`src/rtl/txq_pkg.sv`:
```
package txq_pkg;

    localparam int ADDR_W   = 24;
    localparam int BASE_W   = ADDR_W - 7;
    localparam int IDX_W    = 12;
    localparam int PTR_W    = 23;
    localparam int IVL_W    = 8;
    localparam int CODE_W   = 3;
    localparam int MIN_LOG  = 6;
    localparam int MAX_CODE = 6;

    localparam int BIT_VALID = 31;
    localparam int BIT_HEAD  = 30;
    localparam int BIT_SRCH  = 29;
    localparam int FLD_W     = PTR_W - 2;

    typedef enum logic [2:0] {
        ST_IDLE,
        ST_RD,
        ST_OUT,
        ST_CLR,
        ST_WB
    } txq_state_e;

    typedef struct packed {
        logic             head;
        logic [PTR_W-1:0] ptr;
    } txq_dec_t;

    function automatic int unsigned eff_code(input logic [CODE_W-1:0] code);
        return (int'(code) > MAX_CODE) ? MAX_CODE : int'(code);
    endfunction

    function automatic logic [IDX_W-1:0] size_mask(input logic [CODE_W-1:0] code);
        logic [31:0] full;
        full = (32'd1 << (MIN_LOG + eff_code(code))) - 32'd1;
        return full[IDX_W-1:0];
    endfunction

    function automatic logic [ADDR_W-1:0] entry_addr(
        input logic [BASE_W-1:0] base,
        input int unsigned       q,
        input logic [CODE_W-1:0] code,
        input logic [IDX_W-1:0]  idx
    );
        logic [31:0] off;
        off = ((32'(q) << (MIN_LOG + eff_code(code))) + 32'(idx)) << 2;
        return {base, 7'b0} + off[ADDR_W-1:0];
    endfunction

    function automatic txq_dec_t decode_entry(input logic [31:0] w);
        txq_dec_t d;
        d.head = w[BIT_HEAD];
        d.ptr  = {w[FLD_W-1:0], 2'b00};
        return d;
    endfunction

    function automatic int unsigned next_q(input int unsigned q, input int unsigned n);
        return (q + 1 >= n) ? 0 : q + 1;
    endfunction

endpackage

```
`src/rtl/txq_cfg.sv`:
```
module txq_cfg
    import txq_pkg::*;
#(
    parameter int NQ = 4,
    localparam int QW = (NQ > 1) ? $clog2(NQ) : 1,
    localparam int CW = $clog2(NQ + 1)
) (
    input  logic              clk,
    input  logic              rst,
    input  logic              cfg_we,
    input  logic [3:0]        cfg_addr,
    input  logic [31:0]       cfg_wdata,
    output logic [BASE_W-1:0] base,
    output logic [CODE_W-1:0] code,
    output logic              rr_mode,
    output logic [IVL_W-1:0]  interval,
    output logic [CW-1:0]     qcount,
    output logic              count_wr,
    output logic              wb_we,
    output logic [QW-1:0]     wb_q,
    output logic [ADDR_W-1:0] wb_data
);

    assign count_wr = cfg_we && (cfg_addr == 4'd2);
    assign wb_we    = cfg_we && cfg_addr[3] && (int'(cfg_addr[2:0]) < NQ);
    assign wb_q     = QW'(cfg_addr[2:0]);
    assign wb_data  = cfg_wdata[ADDR_W-1:0];

    always_ff @(posedge clk) begin
        if (rst) begin
            base     <= '0;
            code     <= '0;
            rr_mode  <= 1'b0;
            interval <= '0;
            qcount   <= '0;
        end else if (cfg_we) begin
            case (cfg_addr)
                4'd0: base <= cfg_wdata[BASE_W-1:0];
                4'd1: begin
                    code     <= cfg_wdata[CODE_W-1:0];
                    rr_mode  <= cfg_wdata[3];
                    interval <= cfg_wdata[8 +: IVL_W];
                end
                4'd2: qcount <= (cfg_wdata > 32'(NQ)) ? CW'(NQ) : cfg_wdata[CW-1:0];
                default: ;
            endcase
        end
    end

endmodule

```
`src/rtl/txq_qstate.sv`:
```
module txq_qstate
    import txq_pkg::*;
#(
    parameter int NQ = 4,
    localparam int QW = (NQ > 1) ? $clog2(NQ) : 1
) (
    input  logic                         clk,
    input  logic                         rst,
    input  logic                         clr,
    input  logic                         wb_we,
    input  logic [QW-1:0]                wb_q,
    input  logic [ADDR_W-1:0]            wb_data,
    input  logic                         adv,
    input  logic [QW-1:0]                sel_q,
    input  logic [IDX_W-1:0]             mask,
    input  logic [IVL_W-1:0]             interval,
    output logic [NQ-1:0][IDX_W-1:0]     rd_idx,
    output logic [NQ-1:0][ADDR_W-1:0]    wb_addr,
    output logic                         due
);

    logic [NQ-1:0] due_vec;

    for (genvar g = 0; g < NQ; g++) begin : g_q
        logic [IVL_W-1:0] cnt;
        logic             hit;

        assign hit        = adv && (int'(sel_q) == g);
        assign due_vec[g] = (interval != '0) && ((cnt + 1'b1) == interval);

        always_ff @(posedge clk) begin
            if (rst || clr) begin
                rd_idx[g]  <= '0;
                wb_addr[g] <= '0;
                cnt        <= '0;
            end else begin
                if (wb_we && (int'(wb_q) == g)) wb_addr[g] <= wb_data;
                if (hit) begin
                    rd_idx[g] <= (rd_idx[g] + 1'b1) & mask;
                    cnt       <= due_vec[g] ? '0 : cnt + 1'b1;
                end
            end
        end

        // an index never leaves the ring
        assert_idx_range_R6: assert property (@(posedge clk) disable iff (rst)
            (rd_idx[g] & ~mask) == '0);
    end

    assign due = due_vec[sel_q];

endmodule

```
`src/rtl/txq_reader.sv`:
```
module txq_reader
    import txq_pkg::*;
#(
    parameter int NQ = 4,
    localparam int QW = (NQ > 1) ? $clog2(NQ) : 1,
    localparam int CW = $clog2(NQ + 1)
) (
    input  logic              clk,
    input  logic              rst,
    input  logic              cfg_we,
    input  logic [3:0]        cfg_addr,
    input  logic [31:0]       cfg_wdata,
    output logic              mem_req,
    output logic              mem_we,
    output logic [ADDR_W-1:0] mem_addr,
    output logic [31:0]       mem_wdata,
    input  logic              mem_ack,
    input  logic [31:0]       mem_rdata,
    output logic              out_valid,
    input  logic              out_ready,
    output logic [QW-1:0]     out_queue,
    output logic [PTR_W-1:0]  out_ptr,
    output logic              out_head
);

    logic [BASE_W-1:0] base;
    logic [CODE_W-1:0] code;
    logic              rr_mode;
    logic [IVL_W-1:0]  interval;
    logic [CW-1:0]     qcount;
    logic              count_wr;
    logic              wb_we;
    logic [QW-1:0]     wb_q;
    logic [ADDR_W-1:0] wb_data;

    txq_cfg #(.NQ(NQ)) i_cfg (
        .clk(clk), .rst(rst), .cfg_we(cfg_we), .cfg_addr(cfg_addr), .cfg_wdata(cfg_wdata),
        .base(base), .code(code), .rr_mode(rr_mode), .interval(interval), .qcount(qcount),
        .count_wr(count_wr), .wb_we(wb_we), .wb_q(wb_q), .wb_data(wb_data)
    );

    txq_state_e                  state;
    logic [QW-1:0]               cur_q;
    logic [31:0]                 ent;
    logic                        adv;
    logic                        due;
    logic [IDX_W-1:0]            mask;
    logic [NQ-1:0][IDX_W-1:0]    rd_idx;
    logic [NQ-1:0][ADDR_W-1:0]   wb_addr;
    logic [ADDR_W-1:0]           ent_addr;
    logic [QW-1:0]               q_after;
    logic [QW-1:0]               q_served;
    txq_dec_t                    dec;

    assign mask = size_mask(code);

    txq_qstate #(.NQ(NQ)) i_qstate (
        .clk(clk), .rst(rst), .clr(count_wr),
        .wb_we(wb_we), .wb_q(wb_q), .wb_data(wb_data),
        .adv(adv), .sel_q(cur_q), .mask(mask), .interval(interval),
        .rd_idx(rd_idx), .wb_addr(wb_addr), .due(due)
    );

    assign ent_addr = entry_addr(base, int'(cur_q), code, rd_idx[cur_q]);
    assign q_after  = QW'(next_q(int'(cur_q), int'(qcount)));
    assign q_served = rr_mode ? q_after : '0;
    assign adv      = (state == ST_CLR) && mem_ack;
    assign dec      = decode_entry(ent);

    always_comb begin
        mem_req   = 1'b0;
        mem_we    = 1'b0;
        mem_addr  = ent_addr;
        mem_wdata = '0;
        case (state)
            ST_RD:  mem_req = 1'b1;
            ST_CLR: begin
                mem_req   = 1'b1;
                mem_we    = 1'b1;
                mem_wdata = ent & ~(32'd1 << BIT_VALID);
            end
            ST_WB: begin
                mem_req   = 1'b1;
                mem_we    = 1'b1;
                mem_addr  = wb_addr[cur_q];
                mem_wdata = 32'(rd_idx[cur_q]);
            end
            default: ;
        endcase
    end

    assign out_valid = (state == ST_OUT);
    assign out_queue = cur_q;
    assign out_ptr   = dec.ptr;
    assign out_head  = dec.head;

    always_ff @(posedge clk) begin
        if (rst || count_wr) begin
            state <= ST_IDLE;
            cur_q <= '0;
            ent   <= '0;
        end else begin
            case (state)
                ST_IDLE: if (qcount != '0) state <= ST_RD;
                ST_RD: if (mem_ack) begin
                    ent <= mem_rdata;
                    if (mem_rdata[BIT_VALID]) state <= ST_OUT;
                    else                      cur_q <= q_after;
                end
                ST_OUT: if (out_ready) state <= ST_CLR;
                ST_CLR: if (mem_ack) begin
                    if (due) state <= ST_WB;
                    else begin
                        state <= ST_RD;
                        cur_q <= q_served;
                    end
                end
                ST_WB: if (mem_ack) begin
                    state <= ST_RD;
                    cur_q <= q_served;
                end
                default: state <= ST_IDLE;
            endcase
        end
    end

    // a presented entry stays put until taken
    assert_out_hold_R11: assert property (@(posedge clk) disable iff (rst)
        (out_valid && !out_ready && !count_wr) |=> (out_valid && $stable(out_ptr)
            && $stable(out_head) && $stable(out_queue)));

    // an unacknowledged request keeps its address
    assert_req_hold_R2: assert property (@(posedge clk) disable iff (rst)
        (mem_req && !mem_ack && !count_wr) |=> (mem_req && $stable(mem_addr)));

    // the write that follows a handshake carries a cleared valid bit
    assert_clear_after_take_R5: assert property (@(posedge clk) disable iff (rst)
        (out_valid && out_ready && !count_wr) |=> (mem_req && mem_we && !mem_wdata[BIT_VALID]));

    // with no active queue the memory port stays quiet
    assert_idle_port_R10: assert property (@(posedge clk) disable iff (rst)
        (qcount == '0) |-> !mem_req);

    // the polled queue is always one of the active ones
    assert_queue_range_R9: assert property (@(posedge clk) disable iff (rst)
        (state != ST_IDLE) |-> (int'(cur_q) < int'(qcount)));

endmodule

```
`config.mk`:
```
export PLATFORM = sky130hd
export DESIGN_NAME = txq_reader
export DESIGN_NICKNAME = d
export VERILOG_FILES = /design/src/rtl/txq_pkg.sv /design/src/rtl/txq_cfg.sv /design/src/rtl/txq_qstate.sv /design/src/rtl/txq_reader.sv
export SDC_FILE = /design/constraint.sdc
export NUM_CORES = 1
export LEC_CHECK = 0
export CAP_MARGIN = 20
export CORE_UTILIZATION = 25
export CTS_CLUSTER_SIZE = 10
export DETAILED_ROUTE_END_ITERATION = 7
export PLACE_DENSITY_LB_ADDON = 0.3
export SYNTH_ARGS = -nofsm -noshare
export SYNTH_HDL_FRONTEND = slang
export SYNTH_SLANG_ARGS = --single-unit
```
`constraint.sdc`:
```
create_clock -name clk -period 12.5 [get_ports clk]
set_clock_uncertainty 0.15 [all_clocks]
set_input_delay 1.25 -clock clk [delete_from_list [all_inputs] [get_ports clk]]
set_output_delay 1.25 -clock clk [all_outputs]
set_load 0.03 [all_outputs]
```
==> metrics.txt, run 1 <==
# TYPE chip_impl_metric gauge
chip_impl_info{name="run_status",value="finished, final reports clean"} 1
chip_impl_metric{name="final_min_period_over_clock_period",unit=""} 0.672
chip_impl_metric{name="num-fill-cells",unit=""} 5742
chip_impl_metric{name="num-nets-final",unit=""} 1932
chip_impl_metric{name="site_rows",unit=""} 85
chip_impl_metric{name="synth.lib_cells_used.distinct",unit=""} 77
chip_impl_metric{name="post-synth-top-area-fraction",unit=""} 0.353
chip_impl_info{name="hp-class",value="register to register"} 1
chip_impl_metric{name="r2r_setup_slack",unit="ns"} 8.75
chip_impl_metric{name="crit_path_max_fanout",unit=""} 49
chip_impl_metric{name="cap_violations",unit=""} 0
chip_impl_metric{name="power_frac_clock",unit=""} 0.469
chip_impl_metric{name="syn_inst",unit=""} 1752
chip_impl_metric{name="drt_wl_total",unit="um"} 46300
chip_impl_info{name="root_buffer",value="sky130_fd_sc_hd__clkbuf_16"} 1
chip_impl_metric{name="slew_worst_pin",unit="ns"} 0.991
chip_impl_metric{name="min_cycle_time_layout",unit="ns"} 8.40
chip_impl_metric{name="arrival",unit="ns"} 7.00
chip_impl_metric{name="switchingPower",unit="mW"} 0.431
chip_impl_info{name="rsz0062_at_grt",value="false"} 1
chip_impl_metric{name="grt_util_all_layers",unit=""} 0.163
chip_impl_info{name="synth.largest_area_cell",value="sky130_fd_sc_hd__dfxtp_1"} 1
chip_impl_metric{name="met3_usage",unit=""} 0.0195
chip_impl_metric{name="clk_latency",unit="ns"} 0.58
chip_impl_metric{name="detailedRoute.firstIterationViolations",unit=""} 987
chip_impl_info{name="synth.cells.most_frequent",value="sky130_fd_sc_hd__nand2_1 (367), sky130_fd_sc_hd__dfxtp_1 (244), sky130_fd_sc_hd__a21oi_1 (229), sky130_fd_sc_hd__nor2_1 (105), sky130_fd_sc_hd__clkbuf_1 (94)"} 1
chip_impl_metric{name="power.leakage",unit="nW"} 5.67
chip_impl_metric{name="drc",unit=""} 0
chip_impl_metric{name="edff_count_synth",unit=""} 0
chip_impl_metric{name="globalRouteMet1Util",unit=""} 0.228
chip_impl_metric{name="gr-usage-met2",unit=""} 0.259
chip_impl_metric{name="synth-seq-cells",unit=""} 244
chip_impl_info{name="post_synth_main_area_contributors",value="sky130_fd_sc_hd__dfxtp_1 (35%), sky130_fd_sc_hd__nand2_1 (9.9%), sky130_fd_sc_hd__a21oi_1 (8.3%), sky130_fd_sc_hd__mux4_2 (5.9%), sky130_fd_sc_hd__ha_1 (4.2%)"} 1
chip_impl_metric{name="htree_num_levels",unit=""} 1
chip_impl_metric{name="power_per_cell_area",unit="mW/mm^2"} 104
chip_impl_metric{name="timing_max_transition_violations_final",unit=""} 0
chip_impl_metric{name="grt_max_degree",unit=""} 88
chip_impl_metric{name="die_area",unit="sq mm"} 0.0564
chip_impl_metric{name="timing.final.hold_violations",unit=""} 0
chip_impl_metric{name="seq_power_share",unit=""} 0.460
chip_impl_metric{name="power.ir.vdd_worst",unit="uV"} 87.1
chip_impl_metric{name="initial_core_utilization",unit=""} 0.255
chip_impl_metric{name="final-instance-count-excl-fill",unit=""} 2521
chip_impl_metric{name="routedWlPerCell",unit="um"} 18.4
chip_impl_metric{name="numClockSinks",unit=""} 244
chip_impl_metric{name="cts-root-to-sink-buffers",unit=""} 3
chip_impl_metric{name="routabilityCongestion",unit=""} 0.906
chip_impl_metric{name="antenna_violating_nets_post_route",unit=""} 0
chip_impl_metric{name="timing.final.setup_violations",unit=""} 0
chip_impl_metric{name="timing.critical_path.required",unit="ns"} 11.10
chip_impl_metric{name="synth_sequential_area_ratio",unit=""} 0.353
chip_impl_metric{name="io_pins",unit=""} 158
chip_impl_metric{name="dr.pass1.iters",unit=""} 5
chip_impl_info{name="setup.worst_path.start_class",value="register"} 1
chip_impl_metric{name="layout_cells_sized_above_1",unit=""} 0.0630
chip_impl_metric{name="placed_cells",unit=""} 2474
chip_impl_metric{name="comb_power_share",unit=""} 0.071
chip_impl_metric{name="synthesis.yosys.warnings",unit=""} 0
chip_impl_metric{name="grt.overflow.total",unit=""} 0
chip_impl_metric{name="via_count",unit=""} 12900
chip_impl_metric{name="setup_tns_after_final_layout",unit="ns"} 0
chip_impl_metric{name="intPower",unit="mW"} 1.30
chip_impl_metric{name="hpwlAfterDp",unit="um"} 32100
chip_impl_metric{name="async_reset_ff_frac",unit=""} 0
chip_impl_info{name="crit_path_kind",value="register to output port"} 1
chip_impl_info{name="synth_ff_type",value="sky130_fd_sc_hd__dfxtp_1"} 1
chip_impl_metric{name="antenna_violations_before_repair",unit=""} 1
chip_impl_metric{name="fp.coreArea",unit="sq mm"} 0.0542
chip_impl_metric{name="die_w",unit="um"} 237
chip_impl_metric{name="grt_pass1_wl",unit="um"} 72600
chip_impl_info{name="grt_max_usage_layer",value="met2"} 1
chip_impl_metric{name="viasPerCell",unit=""} 5.11
chip_impl_metric{name="via_count_of_the_first_global_routing_pass",unit=""} 12400
chip_impl_metric{name="maxSlewHeadroom",unit=""} 0.340
chip_impl_metric{name="cts.repair.resized",unit=""} 0
chip_impl_metric{name="power_switching_share",unit=""} 0.249
chip_impl_metric{name="cts_buffers",unit=""} 30
chip_impl_info{name="timing.critical_path.to_type",value="output port"} 1
chip_impl_metric{name="post_synth.cell_area_avg",unit="sq um"} 7.91
chip_impl_metric{name="fp.dieH",unit="um"} 237
chip_impl_metric{name="netlist_area",unit="sq mm"} 0.0139
chip_impl_metric{name="clk_transition_reported_paths",unit="ns"} 0.06
chip_impl_info{name="post-synth-top-count-cell",value="sky130_fd_sc_hd__nand2_1"} 1
chip_impl_metric{name="postCtsSetupBuffers",unit=""} 0
chip_impl_metric{name="clock.fmax",unit="MHz"} 119
chip_impl_info{name="cts_tree",value="yes"} 1
chip_impl_metric{name="hold_buffers",unit=""} 0
chip_impl_metric{name="port-buffer-count",unit=""} 154
chip_impl_metric{name="areaGrowthSynthToFinish",unit="%"} 20.1
[cell type report]
| cell class | instances | area [sq um] | area share |
|---|---|---|---|
| inverters | 30 | 113 | 0.00677 |
| clock buffers | 41 | 852 | 0.0512 |
| clock inverters | 4 | 31.3 | 0.00188 |
| well taps | 696 | 871 | 0.0524 |
| repair buffers | 172 | 1680 | 0.101 |
| flip-flops and latches | 244 | 4890 | 0.294 |
| multi-input cells | 1333 | 8190 | 0.493 |
| diodes | 1 | 2.50 | 0.000150 |
[per-stage QoR]
| stage | setup slack [ns] | power, mW | hold slack, ns | cell area [sq um] | util |
|---|---|---|---|---|---|
| final | 4.10 | 1.73 | 0.299 | 16600 | 0.307 |
| after global routing | 3.65 | 1.80 | 0.311 | 16600 | 0.307 |
| after CTS | 4.09 | 1.75 | 0.300 | 16600 | 0.306 |
| after detailed placement | 4.73 | 0.937 | 0.293 | 15700 | 0.290 |
| after global placement | 4.79 | 0.936 | 0.288 | 15700 | 0.290 |
| after floorplan | 5.19 | 0.877 | 0.282 | 13900 | - |
[power by group through the flow]
stage          registers (mW)  clock network (mW)  logic [mW]
6_report                0.797               0.812       0.124
5_1_grt                 0.798               0.865       0.133
4_1_cts                 0.797               0.830       0.124
3_5_place_dp            0.814                   0       0.124
3_3_place_gp            0.813                   0       0.123
2_1_floorplan           0.810                   0      0.0677
[logic make-up after synthesis]
| logic type | synth area share |
|---|---|
| and+or+nand+nor | 0.241 |
| adders and majority gates | 0.0444 |
| muxes | 0.0709 |
| other | 0.000271 |
| xor gates and xnor gates | 0.0518 |
| buffers and inverters | 0.0571 |
| AOI/OAI and AO/OA | 0.182 |
| DFF | 0.353 |
[flip-flops by register name (all words and copies together), names as in the netlist]
signal / count
i_qstate.rd_idx: 48
i_cfg.rr_mode: 1
i_qstate.g_q.cnt: 32
i_cfg.qcount: 3
i_cfg.code: 3
ent: 31
i_cfg.base: 17
out_queue: 2
i_qstate.wb_addr: 96
state: 3
i_cfg.interval: 8
[path summary, 6_finish.rpt]
path / from / end / cells after the start
max: out_queue[1]$_SDFFE_PP0P_ / mem_addr[19] / 20
min: ent[29]$_SDFFE_PP0P_ / ent[29]$_SDFFE_PP0P_ / 2
max reg2reg: out_queue[0]$_SDFFE_PP0P_ / i_qstate.rd_idx[43]$_SDFFE_PP0P_ / 7
min reg2reg: ent[29]$_SDFFE_PP0P_ / ent[29]$_SDFFE_PP0P_ / 2
[cell usage in the layout (no fill, tap or decap), types with 40 or more instances in the layout]
cell	instances
sky130_fd_sc_hd__nand2_1	367
sky130_fd_sc_hd__dfxtp_1	242
sky130_fd_sc_hd__a21oi_1	229
sky130_fd_sc_hd__clkdlybuf4s50_1	154
sky130_fd_sc_hd__nor2_1	104
sky130_fd_sc_hd__o21ai_0	81
sky130_fd_sc_hd__ha_1	46
sky130_fd_sc_hd__nand3_1	43
sky130_fd_sc_hd__xnor2_1	42
sky130_fd_sc_hd__xor2_1	40
[routing by layer]
metal	routed length, um	vias up
met3	2380	78
li1	-	6219
met5	0	-
met4	1330	0
met1	21800	6178
met2	20800	412
[worst max-delay path, stage by stage, from the launching register on]
cell and delay, ns:
sky130_fd_sc_hd__dfxtp_2 0.31, sky130_fd_sc_hd__buf_4 0.61, sky130_fd_sc_hd__mux4_2 0.45, sky130_fd_sc_hd__ha_1 0.25, sky130_fd_sc_hd__fa_1 0.42, sky130_fd_sc_hd__a21o_1 0.18, sky130_fd_sc_hd__a21oi_1 0.22, sky130_fd_sc_hd__o21bai_1 0.10
sky130_fd_sc_hd__a21oi_1 0.23, sky130_fd_sc_hd__o21bai_1 0.12, sky130_fd_sc_hd__a41o_1 0.26, sky130_fd_sc_hd__o41ai_1 0.45, sky130_fd_sc_hd__o32ai_1 0.22, sky130_fd_sc_hd__ha_1 0.39, sky130_fd_sc_hd__and2_1 0.20, sky130_fd_sc_hd__o211ai_1 0.17
sky130_fd_sc_hd__nand2b_1 0.10, sky130_fd_sc_hd__nor2_1 0.14, sky130_fd_sc_hd__a211oi_1 0.12, sky130_fd_sc_hd__o31ai_1 0.65, sky130_fd_sc_hd__clkdlybuf4s50_1 0.82
Note: power is estimated with default switching activity, not from simulation.
==> inputs of run 2 (changes only) <==
==> constraint.sdc (replaced) <==
create_clock -name clk -period 7.86 [get_ports clk]
set_clock_uncertainty 0.15 [all_clocks]
set_input_delay 0.786 -clock clk [delete_from_list [all_inputs] [get_ports clk]]
set_output_delay 0.786 -clock clk [all_outputs]
set_load 0.03 [all_outputs]
==> metrics.txt, run 2 (same netlist as run 1, synthesis figures left out) <==
# TYPE chip_impl_metric gauge
chip_impl_info{name="run_status",value="finished, final reports clean"} 1
chip_impl_metric{name="num-nets-final",unit=""} 1932
chip_impl_metric{name="seq_power_share",unit=""} 0.459
chip_impl_metric{name="dr.pass1.iters",unit=""} 7
chip_impl_info{name="crit_path_kind",value="register to output port"} 1
chip_impl_info{name="hold_path_end",value="ent[25]$_SDFFE_PP0P_"} 1
chip_impl_metric{name="fp.dieH",unit="um"} 237
chip_impl_info{name="critPathMostFrequentCell",value="sky130_fd_sc_hd__a21oi_1"} 1
chip_impl_metric{name="timing.final.setup_violations",unit=""} 0
chip_impl_metric{name="timing.final.hold_violations",unit=""} 0
chip_impl_metric{name="via_count",unit=""} 12800
chip_impl_metric{name="intPower",unit="mW"} 2.08
chip_impl_metric{name="clock.fmax",unit="MHz"} 135
chip_impl_info{name="mostFrequentLayoutCells",value="sky130_fd_sc_hd__nand2_1 (367), sky130_fd_sc_hd__dfxtp_1 (242), sky130_fd_sc_hd__a21oi_1 (229)"} 1
chip_impl_info{name="slowest_stage",value="sky130_fd_sc_hd__clkdlybuf4s50_1"} 1
chip_impl_info{name="grt_max_usage_layer",value="met2"} 1
chip_impl_metric{name="r2r_setup_slack",unit="ns"} 4.21
chip_impl_metric{name="timing.reg2reg.worst_path_depth",unit=""} 7
chip_impl_metric{name="routabilityCongestion",unit=""} 0.869
chip_impl_metric{name="critical-path-max-stage-delay",unit="ns"} 0.67
chip_impl_metric{name="crit_path_max_fanout",unit=""} 12
chip_impl_info{name="cp_top_family",value="compound AO/OA/AOI/OAI gates"} 1
chip_impl_metric{name="slew_worst_pin",unit="ns"} 1.11
chip_impl_metric{name="power_per_cell_area",unit="mW/mm^2"} 166
chip_impl_metric{name="clk_latency",unit="ns"} 0.57
chip_impl_info{name="regToRegStartpoint",value="out_queue[0]$_SDFFE_PP0P_"} 1
chip_impl_info{name="timing.critical_path.cells",value="inv_1 -> ha_2 -> nand2_1 -> nor2_1 -> ha_1 -> a21o_1 -> a21oi_1 -> o21bai_1 -> a21oi_1 -> xnor2_1 -> ha_1 -> inv_1 -> fa_1 -> nor2b_1 -> o21ai_0 -> a21boi_0 -> o21ai_0 -> a211o_1 -> a21oi_1 -> nor2_1 -> o31ai_1 -> buf_4 -> clkdlybuf4s50_1"} 1
chip_impl_metric{name="grt_pass1_wl",unit="um"} 70500
chip_impl_metric{name="total_power",unit="mW"} 2.76
chip_impl_metric{name="hold_ws",unit="ns"} 0.298
chip_impl_metric{name="arrival",unit="ns"} 6.47
chip_impl_metric{name="hold_buffers",unit=""} 0
chip_impl_metric{name="met3_usage",unit=""} 0.0285
chip_impl_metric{name="drt_wl_total",unit="um"} 46000
chip_impl_info{name="rsz0062_at_grt",value="false"} 1
chip_impl_metric{name="port-buffer-count",unit=""} 154
chip_impl_info{name="setup.worst_path.start_class",value="register"} 1
chip_impl_metric{name="detailedRoute.firstIterationViolations",unit=""} 1022
chip_impl_metric{name="comb_power_share",unit=""} 0.070
chip_impl_metric{name="layout_cells_sized_above_1",unit=""} 0.0631
chip_impl_metric{name="routedWlPerCell",unit="um"} 18.2
chip_impl_metric{name="postCtsSetupBuffers",unit=""} 0
chip_impl_info{name="mostFrequentLayoutCell",value="sky130_fd_sc_hd__nand2_1"} 1
chip_impl_metric{name="cts.repair.resized",unit=""} 0
chip_impl_metric{name="drc",unit=""} 0
chip_impl_metric{name="hold-path-cell-count",unit=""} 2
chip_impl_info{name="cts_tree",value="yes"} 1
chip_impl_metric{name="power_frac_clock",unit=""} 0.471
chip_impl_info{name="worstHoldStart",value="ent[25]$_SDFFE_PP0P_"} 1
chip_impl_metric{name="timing.critical_path.required",unit="ns"} 6.92
chip_impl_metric{name="largest_register_ffs",unit=""} 96
chip_impl_info{name="top_regs",value="i_qstate.wb_addr x96, i_qstate.rd_idx x48, i_qstate.g_q.cnt x32"} 1
chip_impl_metric{name="htree_num_levels",unit=""} 1
chip_impl_metric{name="numClockSinks",unit=""} 244
chip_impl_metric{name="hpwlAfterDp",unit="um"} 31900
chip_impl_metric{name="timing_max_transition_violations_final",unit=""} 0
chip_impl_metric{name="viasPerCell",unit=""} 5.08
chip_impl_metric{name="antenna_violating_nets_post_route",unit=""} 0
chip_impl_metric{name="place_worst_setup_slack",unit="ns"} 0.747
chip_impl_info{name="timing.rr.end",value="i_qstate.rd_idx[19]$_SDFFE_PP0P_"} 1
chip_impl_metric{name="final_min_period_over_clock_period",unit=""} 0.942
chip_impl_metric{name="site_rows",unit=""} 85
chip_impl_metric{name="cts-root-to-sink-buffers",unit=""} 3
chip_impl_metric{name="maxSlewHeadroom",unit=""} 0.258
chip_impl_metric{name="timing.critical_path.buf_inv",unit=""} 4
chip_impl_metric{name="power_switching_share",unit=""} 0.246
chip_impl_metric{name="power.leakage",unit="nW"} 5.77
chip_impl_metric{name="cap_violations",unit=""} 0
chip_impl_metric{name="antenna_violations_before_repair",unit=""} 1
chip_impl_metric{name="die_area",unit="sq mm"} 0.0564
chip_impl_metric{name="setup_tns_after_final_layout",unit="ns"} 0
chip_impl_metric{name="clk_transition_reported_paths",unit="ns"} 0.06
chip_impl_metric{name="globalRouteMet1Util",unit=""} 0.220
chip_impl_metric{name="fp.coreArea",unit="sq mm"} 0.0542
chip_impl_metric{name="via_count_of_the_first_global_routing_pass",unit=""} 12000
chip_impl_metric{name="cts_buffers",unit=""} 30
chip_impl_metric{name="initial_core_utilization",unit=""} 0.255
chip_impl_metric{name="grt_util_all_layers",unit=""} 0.159
chip_impl_metric{name="switchingPower",unit="mW"} 0.678
chip_impl_metric{name="final_core_util",unit=""} 0.307
chip_impl_metric{name="power.ir.vdd_worst",unit="uV"} 170
chip_impl_info{name="max_flop_register",value="i_qstate.wb_addr"} 1
chip_impl_info{name="root_buffer",value="sky130_fd_sc_hd__clkbuf_16"} 1
chip_impl_info{name="timing.critical_path.to_type",value="output port"} 1
chip_impl_metric{name="die_w",unit="um"} 237
chip_impl_metric{name="io_pins",unit=""} 158
chip_impl_metric{name="grt.overflow.total",unit=""} 0
chip_impl_metric{name="final_worst_path_setup_slack",unit="ns"} 0.455
chip_impl_metric{name="min_cycle_time_layout",unit="ns"} 7.41
chip_impl_info{name="hp-class",value="register to register"} 1
chip_impl_metric{name="grt_max_degree",unit=""} 82
chip_impl_metric{name="gr-usage-met2",unit=""} 0.254
chip_impl_metric{name="areaGrowthSynthToFinish",unit="%"} 20.2
==> run 2: changes by cell type in the layout (fill, tap and decap cells not counted), moves of 2 or more <==
cell,previous run,this run
sky130_fd_sc_hd__clkbuf_8,6,4
sky130_fd_sc_hd__clkdlybuf4s50_1,154,149
sky130_fd_sc_hd__clkinv_2,3,1
sky130_fd_sc_hd__dlymetal6s2s_1,0,5
==> run 2: routing by layer <==
layer  up-vias  wire (um)
met4         0        989
met5         -          0
met1      6092      21200
li1       6234          -
met3        64       2930
met2       413      20800
==> run 2: final cells by class <==
class	instances	area, sq um
antenna	1	2.50
clock buffer	40	828
clock inverter	4	58.8
fill	5771	37600
inverter	30	113
multi-input combinational	1333	8200
sequential	244	4890
tap	696	871
timing repair buffer	172	1690
==> run 2: worst max path at each step <==
stage | from | end | cells after the start
floorplan | out_queue[0]$_SDFFE_PP0P_ | mem_addr[21] | 19
global placement | out_queue[0]$_SDFFE_PP0P_ | mem_addr[22] | 23
detailed placement | i_cfg.code[1]$_SDFFE_PP0P_ | mem_addr[23] | 23
CTS | out_queue[0]$_SDFFE_PP0P_ | mem_addr[22] | 23
global route | i_cfg.code[1]$_SDFFE_PP0P_ | mem_addr[19] | 23
finish | i_cfg.code[1]$_SDFFE_PP0P_ | mem_addr[19] | 23
==> run 2: power by group through the flow <==
stage                     Sequential, mW  Clock (mW)  Combinational, mW
after floorplan                     1.29           0              0.108
after global placement              1.29           0              0.194
after detailed placement            1.29           0              0.196
after CTS                           1.27        1.33              0.196
after global routing                1.27        1.38              0.211
final                               1.27        1.30              0.194
==> run 2: metrics by stage <==
stage / area, sq um / std cells
after floorplan: 13900 / 1755
after global placement: 15700 / 2475
after detailed placement: 15700 / 2475
after CTS: 16600 / 2519
after global routing: 16700 / 2520
final: 16700 / 2520
==> run 2: tightest hold or removal path: cells and delay by family, from the launching register on <==
| kind | cells | cell delay, ns |
|---|---|---|
| compound gates | 1 | 0.05 |
| flops | 1 | 0.30 |
| simple gates | 1 | 0.05 |
